===== config.mk =====
export PLATFORM = sky130hd
export DESIGN_NAME = mw_eeprom_ctrl
export DESIGN_NICKNAME = d
export VERILOG_FILES = /design/src/rtl/mw_pkg.sv /design/src/rtl/mw_tick.sv /design/src/rtl/mw_serdes.sv /design/src/rtl/mw_eeprom_ctrl.sv
export SDC_FILE = /design/constraint.sdc
export NUM_CORES = 1
export LEC_CHECK = 0
export BUFFER_PORTS_ARGS = -buffer_cell sky130_fd_sc_hd__buf_2
export CAP_MARGIN = 30
export CORE_MARGIN = 2
export CORE_UTILIZATION = 35
export CTS_CLUSTER_SIZE = 25
export DETAILED_ROUTE_END_ITERATION = 6
export PLACE_DENSITY_LB_ADDON = 0.12
export SYNTH_ARGS = -nofsm -noshare
export SYNTH_HDL_FRONTEND = slang
export SYNTH_SLANG_ARGS = --single-unit
export TNS_END_PERCENT = 20

===== constraint.sdc =====
create_clock -name clk -period 10.59 [get_ports clk]
set_clock_uncertainty 0.2 [all_clocks]
set_input_delay 0.5295 -clock clk [delete_from_list [all_inputs] [get_ports clk]]
set_output_delay 0.5295 -clock clk [all_outputs]
set_load 0.05 [all_outputs]

===== src/rtl/mw_pkg.sv =====
package mw_pkg;

    localparam int WORD_W = 16;

    typedef enum logic [3:0] {
        SQ_IDLE, SQ_PREP, SQ_EWEN, SQ_EWEN_A, SQ_OP, SQ_ADDR, SQ_WDATA,
        SQ_RDATA, SQ_STBY, SQ_POLL, SQ_EWDS, SQ_EWDS_A, SQ_END
    } seq_st_e;

    typedef enum logic [1:0] {SD_IDLE, SD_LO, SD_HI} sd_st_e;

    localparam logic [1:0] ERR_NONE    = 2'd0;
    localparam logic [1:0] ERR_RANGE   = 2'd1;
    localparam logic [1:0] ERR_TIMEOUT = 2'd2;

endpackage


===== src/rtl/mw_tick.sv =====
module mw_tick #(
    parameter int HALF_W = 8
) (
    input  logic              clk,
    input  logic              rst_n,
    input  logic [HALF_W-1:0] half_period,
    output logic              tick
);
    logic [HALF_W-1:0] cnt_d, cnt_q;

    always_comb begin
        tick  = (cnt_q >= half_period);
        cnt_d = tick ? '0 : cnt_q + HALF_W'(1);
    end

    always_ff @(posedge clk or negedge rst_n) begin
        if (!rst_n) cnt_q <= '0;
        else        cnt_q <= cnt_d;
    end
endmodule


===== src/rtl/mw_serdes.sv =====
module mw_serdes
    import mw_pkg::*;
#(
    parameter int FW   = 16,
    parameter int NB_W = 5
) (
    input  logic            clk,
    input  logic            rst_n,
    input  logic            tick,
    input  logic            start,
    input  logic            dir_in,
    input  logic [NB_W-1:0] nbits,
    input  logic [FW-1:0]   data,
    input  logic            sdo,
    output logic            sk,
    output logic            sdi,
    output logic            done,
    output logic [FW-1:0]   rdata
);
    typedef struct packed {
        sd_st_e          st;
        logic [FW-1:0]   sr;
        logic [FW-1:0]   rd;
        logic [NB_W-1:0] left;
        logic            dir;
        logic            done;
    } sd_t;

    sd_t q, n;

    always_comb begin
        n      = q;
        n.done = 1'b0;
        case (q.st)
            SD_IDLE: if (start) begin
                n.sr   = data << (FW - int'(nbits));
                n.left = nbits;
                n.dir  = dir_in;
                n.st   = SD_LO;
            end
            SD_LO: if (tick) n.st = SD_HI;
            SD_HI: if (tick) begin
                n.rd = {q.rd[FW-2:0], sdo};
                n.sr = q.sr << 1;
                if (q.left == NB_W'(1)) begin
                    n.st   = SD_IDLE;
                    n.done = 1'b1;
                end else begin
                    n.left = q.left - NB_W'(1);
                    n.st   = SD_LO;
                end
            end
            default: n.st = SD_IDLE;
        endcase
    end

    always_ff @(posedge clk or negedge rst_n) begin
        if (!rst_n) begin
            q    <= '0;
            q.st <= SD_IDLE;
        end else begin
            q <= n;
        end
    end

    assign sk    = (q.st == SD_HI);
    assign sdi   = (q.st != SD_IDLE) && !q.dir && q.sr[FW-1];
    assign done  = q.done;
    assign rdata = q.rd;
endmodule


===== src/rtl/mw_eeprom_ctrl.sv =====
module mw_eeprom_ctrl
    import mw_pkg::*;
#(
    parameter int          ADDR_W   = 6,
    parameter int          OP_W     = 3,
    parameter int          HALF_W   = 8,
    parameter int          POLL_MAX = 200,
    parameter logic [15:0] OPC_RD   = 16'h0006,
    parameter logic [15:0] OPC_WR   = 16'h0005,
    parameter logic [15:0] OPC_WEN  = 16'h0013,
    parameter logic [15:0] OPC_WDS  = 16'h0010
) (
    input  logic              clk,
    input  logic              rst_n,
    input  logic [HALF_W-1:0] half_period,
    input  logic              req_valid,
    input  logic              req_write,
    input  logic [ADDR_W:0]   req_offset,
    input  logic [ADDR_W:0]   req_count,
    input  logic [15:0]       wr_data,
    output logic              wr_pull,
    output logic [15:0]       rd_data,
    output logic              rd_valid,
    output logic              done,
    output logic [1:0]        err,
    output logic              busy,
    output logic              ee_cs,
    output logic              ee_sk,
    output logic              ee_di,
    input  logic              ee_do
);
    localparam int WORDS  = 1 << ADDR_W;
    localparam int CNT_W  = ADDR_W + 1;
    localparam int POLL_W = $clog2(POLL_MAX);
    localparam int NB_W   = $clog2(WORD_W + 1);

    typedef struct packed {
        seq_st_e           st;
        seq_st_e           ret;
        logic [1:0]        ph;
        logic              launched;
        logic              wr;
        logic [ADDR_W-1:0] base;
        logic [CNT_W-1:0]  cnt;
        logic [CNT_W-1:0]  idx;
        logic [POLL_W-1:0] poll;
        logic              cs;
        logic              sk;
        logic              done;
        logic [1:0]        err;
        logic [1:0]        errp;
        logic              rdv;
        logic [15:0]       rdw;
        logic              pull;
    } sq_t;

    sq_t q, n;

    logic              tick;
    logic              ser_start, ser_done, ser_sk, ser_di, f_dir;
    logic [NB_W-1:0]   f_bits;
    logic [WORD_W-1:0] f_data, ser_rdata;
    logic [CNT_W:0]    off_x, cnt_x, room;
    logic              range_bad, last;
    logic [CNT_W-1:0]  idx_nx;
    logic [ADDR_W-1:0] word_addr;

    mw_tick #(.HALF_W(HALF_W)) u_tick (
        .clk(clk), .rst_n(rst_n), .half_period(half_period), .tick(tick)
    );

    mw_serdes #(.FW(WORD_W), .NB_W(NB_W)) u_serdes (
        .clk(clk), .rst_n(rst_n), .tick(tick), .start(ser_start),
        .dir_in(f_dir), .nbits(f_bits), .data(f_data), .sdo(ee_do),
        .sk(ser_sk), .sdi(ser_di), .done(ser_done), .rdata(ser_rdata)
    );

    always_comb begin
        off_x     = {1'b0, req_offset};
        cnt_x     = {1'b0, req_count};
        room      = (CNT_W+1)'(WORDS) - off_x;
        range_bad = (off_x >= (CNT_W+1)'(WORDS)) || (cnt_x == '0) || (cnt_x > room);
        idx_nx    = q.idx + CNT_W'(1);
        last      = (idx_nx == q.cnt);
        word_addr = q.base + q.idx[ADDR_W-1:0];
    end

    always_comb begin
        n         = q;
        n.done    = 1'b0;
        n.rdv     = 1'b0;
        n.pull    = 1'b0;
        ser_start = 1'b0;
        f_bits    = '0;
        f_data    = '0;
        f_dir     = 1'b0;

        // field selection for the bit engine
        case (q.st)
            SQ_EWEN:   begin f_bits = NB_W'(OP_W + 2); f_data = OPC_WEN; end
            SQ_EWDS:   begin f_bits = NB_W'(OP_W + 2); f_data = OPC_WDS; end
            SQ_EWEN_A,
            SQ_EWDS_A: f_bits = NB_W'(ADDR_W - 2);
            SQ_OP:     begin f_bits = NB_W'(OP_W); f_data = q.wr ? OPC_WR : OPC_RD; end
            SQ_ADDR:   begin f_bits = NB_W'(ADDR_W); f_data = WORD_W'(word_addr); end
            SQ_WDATA:  begin f_bits = NB_W'(WORD_W); f_data = wr_data; end
            SQ_RDATA:  begin f_bits = NB_W'(WORD_W); f_dir = 1'b1; end
            default:   f_bits = '0;
        endcase

        case (q.st)
            SQ_IDLE: if (req_valid) begin
                if (range_bad) begin
                    n.done = 1'b1;
                    n.err  = ERR_RANGE;
                end else begin
                    n.st   = SQ_PREP;
                    n.ph   = 2'd0;
                    n.wr   = req_write;
                    n.base = req_offset[ADDR_W-1:0];
                    n.cnt  = req_count;
                    n.idx  = '0;
                    n.errp = ERR_NONE;
                end
            end
            SQ_PREP: if (tick) begin
                if (q.ph == 2'd0) begin
                    n.cs = 1'b0;
                    n.sk = 1'b0;
                    n.ph = 2'd1;
                end else begin
                    n.cs = 1'b1;
                    n.ph = 2'd0;
                    n.st = q.wr ? SQ_EWEN : SQ_OP;
                end
            end
            SQ_STBY: if (tick) begin
                case (q.ph)
                    2'd0: begin n.cs = 1'b0; n.sk = 1'b0; end
                    2'd1: n.sk = 1'b1;
                    2'd2: n.cs = 1'b1;
                    default: begin n.sk = 1'b0; n.st = q.ret; end
                endcase
                n.ph = q.ph + 2'd1;
            end
            SQ_POLL: if (tick) begin
                if (ee_do) begin
                    n.idx  = idx_nx;
                    n.st   = SQ_STBY;
                    n.ph   = 2'd0;
                    n.ret  = last ? SQ_EWDS : SQ_OP;
                    n.poll = '0;
                end else if (q.poll == POLL_W'(POLL_MAX - 1)) begin
                    n.errp = ERR_TIMEOUT;
                    n.st   = SQ_END;
                end else begin
                    n.poll = q.poll + POLL_W'(1);
                end
            end
            SQ_END: if (tick) begin
                n.cs   = 1'b0;
                n.sk   = 1'b0;
                n.done = 1'b1;
                n.err  = q.errp;
                n.st   = SQ_IDLE;
            end
            default: begin
                if (!q.launched) begin
                    ser_start  = 1'b1;
                    n.launched = 1'b1;
                    n.pull     = (q.st == SQ_WDATA);
                end else if (ser_done) begin
                    n.launched = 1'b0;
                    case (q.st)
                        SQ_EWEN:   n.st = SQ_EWEN_A;
                        SQ_EWEN_A: begin n.st = SQ_STBY; n.ph = 2'd0; n.ret = SQ_OP; end
                        SQ_OP:     n.st = SQ_ADDR;
                        SQ_ADDR:   n.st = q.wr ? SQ_WDATA : SQ_RDATA;
                        SQ_WDATA:  begin
                            n.st   = SQ_STBY;
                            n.ph   = 2'd0;
                            n.ret  = SQ_POLL;
                            n.poll = '0;
                        end
                        SQ_RDATA:  begin
                            n.rdv = 1'b1;
                            n.rdw = ser_rdata;
                            n.idx = idx_nx;
                            n.st  = SQ_STBY;
                            n.ph  = 2'd0;
                            n.ret = last ? SQ_END : SQ_OP;
                        end
                        SQ_EWDS:   n.st = SQ_EWDS_A;
                        SQ_EWDS_A: n.st = SQ_END;
                        default:   n.st = SQ_END;
                    endcase
                end
            end
        endcase
    end

    always_ff @(posedge clk or negedge rst_n) begin
        if (!rst_n) begin
            q     <= '0;
            q.st  <= SQ_IDLE;
            q.ret <= SQ_IDLE;
        end else begin
            q <= n;
        end
    end

    assign wr_pull  = q.pull;
    assign rd_data  = q.rdw;
    assign rd_valid = q.rdv;
    assign done     = q.done;
    assign err      = q.err;
    assign busy     = (q.st != SQ_IDLE);
    assign ee_cs    = q.cs;
    assign ee_sk    = q.sk | ser_sk;
    assign ee_di    = ser_di;
endmodule


# Word level (Yosys, flattened, before mapping)
# Index checks and enable logic that the tools add are counted.
[word_totals]
regBits = 114
latchBits = 0
mem_bits_rw = 0
mem_bits_ro = 0
inputBits = 43
n_memories = 0
[op_classes]
n_addsub = 8
n_mul = 0
n_div = 0
order_cmp = 3
n_eq_ne = 40
n_shift = 1
muxes = 79
n_bitwise = 6
n_reduce_logical = 51
[ops]
columns = ["op", "n"]
rows = [
  ["one-hot mux 16 bit (5 select lines)", 1],
  ["two-way mux 17 bit", 3],
  ["two-way mux 15 bit", 3],
  ["two-way mux 4 bit", 11],
  ["one-hot mux 4 bit (5 select lines)", 2],
  ["two-way mux 39 bit", 1],
  ["two-way mux 18 bit", 2],
  ["!= test 2 bit (second input constant)", 18],
  ["two-way mux 8 bit", 4],
  ["one-hot mux 16 bit (2 select lines)", 1],
  ["<< shifter 16 x 32 -> 16 bit", 1],
  ["two-way mux 7 bit", 4],
  ["one-hot mux 5 bit (5 select lines)", 1],
  ["AND reduction 6 bit", 4],
  ["two-way mux 2 bit", 11],
  ["one-hot mux 7 bit (3 select lines)", 1],
  ["== test 4 bit (second input constant)", 5],
  ["two-way mux 10 bit", 2],
  ["one-hot mux 6 bit (3 select lines)", 1],
  ["adder 8 x 1 -> 8 bit (second input constant)", 2],
  ["== test 4 x 3 -> 1 bit (second input constant)", 4],
  ["one-hot mux 8 bit (2 select lines)", 1],
  ["two-way mux 5 bit", 3],
  ["nonzero test 2 bit", 7],
  ["53 further kinds", 95],
]

# Depth between registers and ports, before layout
[depth]
word_depth = 7
mapped_depth = 14
depth_no_buf = 12

# Hierarchy
# Synthesis repeated with hierarchy kept, for this count alone.
[unflattened]
hier_cells = 812
area_unflattened_um2 = 7586.0
[modules_own_cells]
columns = ["mod", "n_inst", "cells_each", "area_per_inst_um2", "seq_area_each_um2"]
rows = [
  ["mw_eeprom_ctrl", 1, 455, 4254.1, 1601.5],
  ["mw_serdes", 1, 303, 2776.4, 1026.0],
  ["mw_tick", 1, 54, 555.5, 200.2],
]

# Worst setup path after synthesis
# OpenSTA, ideal clock, no wires.
[synth_timing]
path_type = "reg2reg"
from = "register q[64] in the netlist's numbering"
to = "register u_serdes.q[35] in the netlist's numbering"
setup_time_ns = 0.126
arrival_time_ns = 3.076
required_ns = 10.264
setup_slack_ns = 7.188
path_stages_with_launch = 15
synth_period_minus_slack_ns = 3.402
path_cell_list = "dfrtp_1 -> buf_2 -> nor3b_2 -> inv_1 -> a21oi_1 -> inv_1 -> ha_1 -> ha_1 -> clkbuf_1 -> mux2_2 -> a32o_1 -> nand3_1 -> a2bb2oi_1 -> o31ai_1 -> a221o_1"
[synth_via]
elab_chain_len = 7
[synth_lines]
columns = ["element", "line", "source"]
rows = [
  ["from (decl)", "mw_eeprom_ctrl.sv:57", "sq_t q, n;"],
  ["from (signal assigned)", "mw_eeprom_ctrl.sv:208", "q <= n;"],
  ["== test 4 x 3 -> 1 bit, or another cell as far along", "mw_eeprom_ctrl.sv:99", "case (q.st)"],
  ["OR reduction 2 bit (on tied branches)", "--", ""],
  ["one-hot mux 5 bit (5 select lines)", "mw_eeprom_ctrl.sv:99", ""],
  ["subtractor 5 x 5 -> 6 bit", "mw_serdes.sv:36", "n.sr = data << (FW - int'(nbits));"],
  ["<< shifter 16 x 32 -> 16 bit", "mw_serdes.sv:36", ""],
  ["two-way mux 18 bit", "mw_serdes.sv:35", "SD_IDLE: if (start) begin"],
  ["one-hot mux 16 bit (2 select lines)", "mw_serdes.sv:34", "case (q.st)"],
  ["to (signal assigned)", "mw_serdes.sv:62", "q <= n;"],
  ["to (decl)", "mw_serdes.sv:29", "sd_t q, n;"],
]
# Parallel ways exist; a longest one is shown, timed or not. The select of a mux whose other input is x is not followed.
# A chain may end at the register's enable or synchronous reset.

# Final worst setup path
[layout_timing]
from = "register q[63] in the netlist's numbering"
to = "register u_serdes.q[35] in the netlist's numbering"
# The elaborated chain is that of the path after synthesis.

==> results.md <==
- Die W: around 150 um
- Mapped Nets: slightly above 800
- # port buffers: 67
- Crit Path Category: reg -> reg
- Total Wirelength: 18,500 um
- DR pass1 iterations: 5
- Worst slack, placed: 6.15 ns
- Cell count after synthesis: 748
- Clk slew on worst S/H paths: 0.06 ns
- HPWL after DPL: roughly 14,000 um
- Hold WS: approximately 0.16 ns
- Peak VDD IR: 0.121 mV
- Top FF cell, synth: dfrtp_1
- Crit end category: register
- Hold Vio Cnt, Final: 0
- Remaining antenna violation count: 0
- PostCTS Resize Cnt: 0
- Max Cap Viol: 0
- Fmax: roughly 0.22 GHz
- Rows: 51
- Post-synthesis sequential element count: around 110
- HP Class: in -> reg
- Status: finished clean
- GRT Util Overall: 17.9%
- Count leader, synth: dfrtp_1
- Share of cells above drive strength 1: 19.6%
- Congestion Overflow GR: 0
- TritonCTS buffer count: 17
- H-tree levels: 4
- TNS Setup: 0 ns
- Count of cell types in the netlist: 73
- Worst Tran Pin Value: just under 0.9 ns
- Die Ht: roughly 150 um
- Largest family of logic cells by synthesized area: simple AND/OR/NAND/NOR gates
- GP Congestion: around 0.9
- ANT cells: 0
- Clock latency on the worst-skew pair: 0.42 ns
- PwrDens: between 200 and 250 nW/um^2
- Initial cell density of the core: about 36%
- DRT iter0 DRCs: 320
- Synth Area in Compound Gates: between 10% and 20%
- Number of flops mapped to enable cells by yosys: 0
- Antenna violations before repair: 1
- Fin cells: around 1,100
- Static Leak: ~3.8 nW
- CP max FO: 29
- Crit path arrival time: approximately 4.6 ns
- Minimum clock period: between 4 and 5 ns
- Post-Synth Adder-Cell Area: under 10%
- Largest cells by area after synthesis: dfrtp_1 (40%), ha_1 (5.7%), mux2_2 (5.5%)
- Cell taking the most area after synthesis: dfrtp_1
- RSZ-0062 raised after global routing: no
- Core region area: approximately 20,000 um^2
- Final WS setup: roughly 6 ns
- Mapped Avg Cell Area: ~9.4 um^2
- Placed insts: between 1,000 and 1,500
- Vias in the first global route: just under 6,000
- Slew Viols, Final: 0
- Post-synth top area share: 40.3%
- Post-Synth XOR/XNOR Area: around 3.4%
- Final setup viols: 0
- Nets@finish: just under 900
- Drt drc: 0
- Area Growth Syn to Fin: 15.2%
- # clock sinks: approximately 110
- Wire per inst: roughly 17 um
- Worst R2R Setup Slack: 6.10 ns
- Syn. warnings: 0
- CTS root buf: clkbuf_16
- Most common library cells after synthesis: dfrtp_1 (113), nand2_1 (88), nor2_1 (50), mux2_2 (34), o21ai_0 (33)
- Vias after detailed routing: 5,866
- First-pass GRT wire length: roughly 31,000 um
- CP required: around 11 ns
- Mux contribution to synthesized area: roughly 8.3%
- Number of fill cells: 1,979
- Async set-reset flop share out of synthesis: 100%
- Simple-gate share of the synthesized area: a little under a fifth
- Final Cycle Share: between 40% and 50%
- Die area: approximately 21,000 um^2
- Max_slew headroom: between 40% and 50%
- CTS max path bufs: 2
- Crit start category: register
- Largest net degree at the start of global routing: ~70
- Post-Synthesis Cell Area: between 7000 and 8000 um^2
- CTS tree: yes
- # IOs: 68
- Vias per cell: 5.50
- Design Power: roughly 1.9 mW
- Sequential share of the synthesized area: between 40% and 50%
[logic make-up after synthesis]
logic type               count (synthesis)
multiplexers                            50
flip-flops                             113
AND/OR/NAND/NOR                        266
buffers and inverters                   83
XOR/XNOR                                27
AO/OA/AOI/OAI                          175
adder cells (fa/ha/maj)                 34
[flip-flops by register name, summed over array words and instances (netlist names)]
| signal | count |
|---|---|
| rd_valid | 1 |
| u_serdes.done | 1 |
| rd_data | 16 |
| u_tick.cnt_q | 8 |
| wr_pull | 1 |
| done | 1 |
| u_serdes.rdata | 16 |
| u_serdes.q | 24 |
| q | 42 |
| ee_cs | 1 |
| err | 2 |
[final cells by class]
| class | instances | area, um^2 | area share [%] |
|---|---|---|---|
| flip-flops and latches | 113 | 2830 | 35.0 |
| repair buffers | 74 | 413 | 5.10 |
| clock inverters | 15 | 176 | 2.18 |
| well taps | 265 | 332 | 4.10 |
| clock buffers | 17 | 425 | 5.26 |
| inverters | 31 | 116 | 1.44 |
| multi-input cells | 552 | 3800 | 47.0 |
[cells in the final DEF, fill, tap and decap left out, drive strengths merged, types with 30 or more instances in the layout]
| cell | instances |
|---|---|
| dfrtp | 113 |
| nand2 | 89 |
| buf | 73 |
| nor2 | 52 |
| mux2 | 37 |
| inv | 37 |
| o21ai | 35 |
| ha | 32 |
| nand3 | 31 |
| a21oi | 30 |
[critical path, cell delays in order (launching register included)]
cell and delay, ns:
dfrtp_1 0.90, nor3b_2 0.40, inv_1 0.17, a21oi_1 0.20, inv_1 0.14, ha_1 0.22
ha_1 0.79, mux2_2 0.41, a32o_1 0.23, nand3_1 0.10, a2bb2oi_1 0.16, o31ai_1 0.09
a221o_1 0.35
[path summary, 6_finish.rpt]
check | startpoint | endpoint | depth (start not counted)
worst max-delay path | q[63]$_DFFE_PN0P_ | u_serdes.q[35]$_DFFE_PN0P_ | 12
worst min-delay path | req_write | q[53]$_DFFE_PN0P_ | 2
worst max register to register | q[63]$_DFFE_PN0P_ | u_serdes.q[35]$_DFFE_PN0P_ | 12
worst min register to register | q[57]$_DFFE_PN0P_ | q[57]$_DFFE_PN0P_ | 1
max in group asynchronous | rst_n | q[25]$_DFFE_PN0P_ | 3
min in group asynchronous | rst_n | u_tick.cnt_q[7]$_DFF_PN0_ | 2
[through the flow]
stage                     area [um^2]  util (%)
after floorplan                  7020         -
after global placement           7450      38.0
after detailed placement         7480      38.2
after CTS                        8090      41.3
after global routing             8090      41.3
final                            8090      41.3
[power breakdown]
part           switching [mW]  internal [mW]  leakage, nW  total, mW
Sequential             0.0957          0.524         1.49      0.620
Clock                   0.226          0.354        0.289      0.580
Combinational           0.416          0.286         1.98      0.702
Total                   0.738           1.16         3.76       1.90
[routing by layer]
layer	GRT usage, %	up-vias	wire [um]
met5	0	-	7
met4	6.03	2	246
met3	3.89	19	787
met2	28.5	161	8860
met1	24.3	2893	8600
li1	-	2791	-
[what timing repair did]
item	in CTS	in global routing
hold endpoints to repair	46	0
hold buffers	1	0
buffers inserted	0	0
Power figures use the tool's default switching activity.
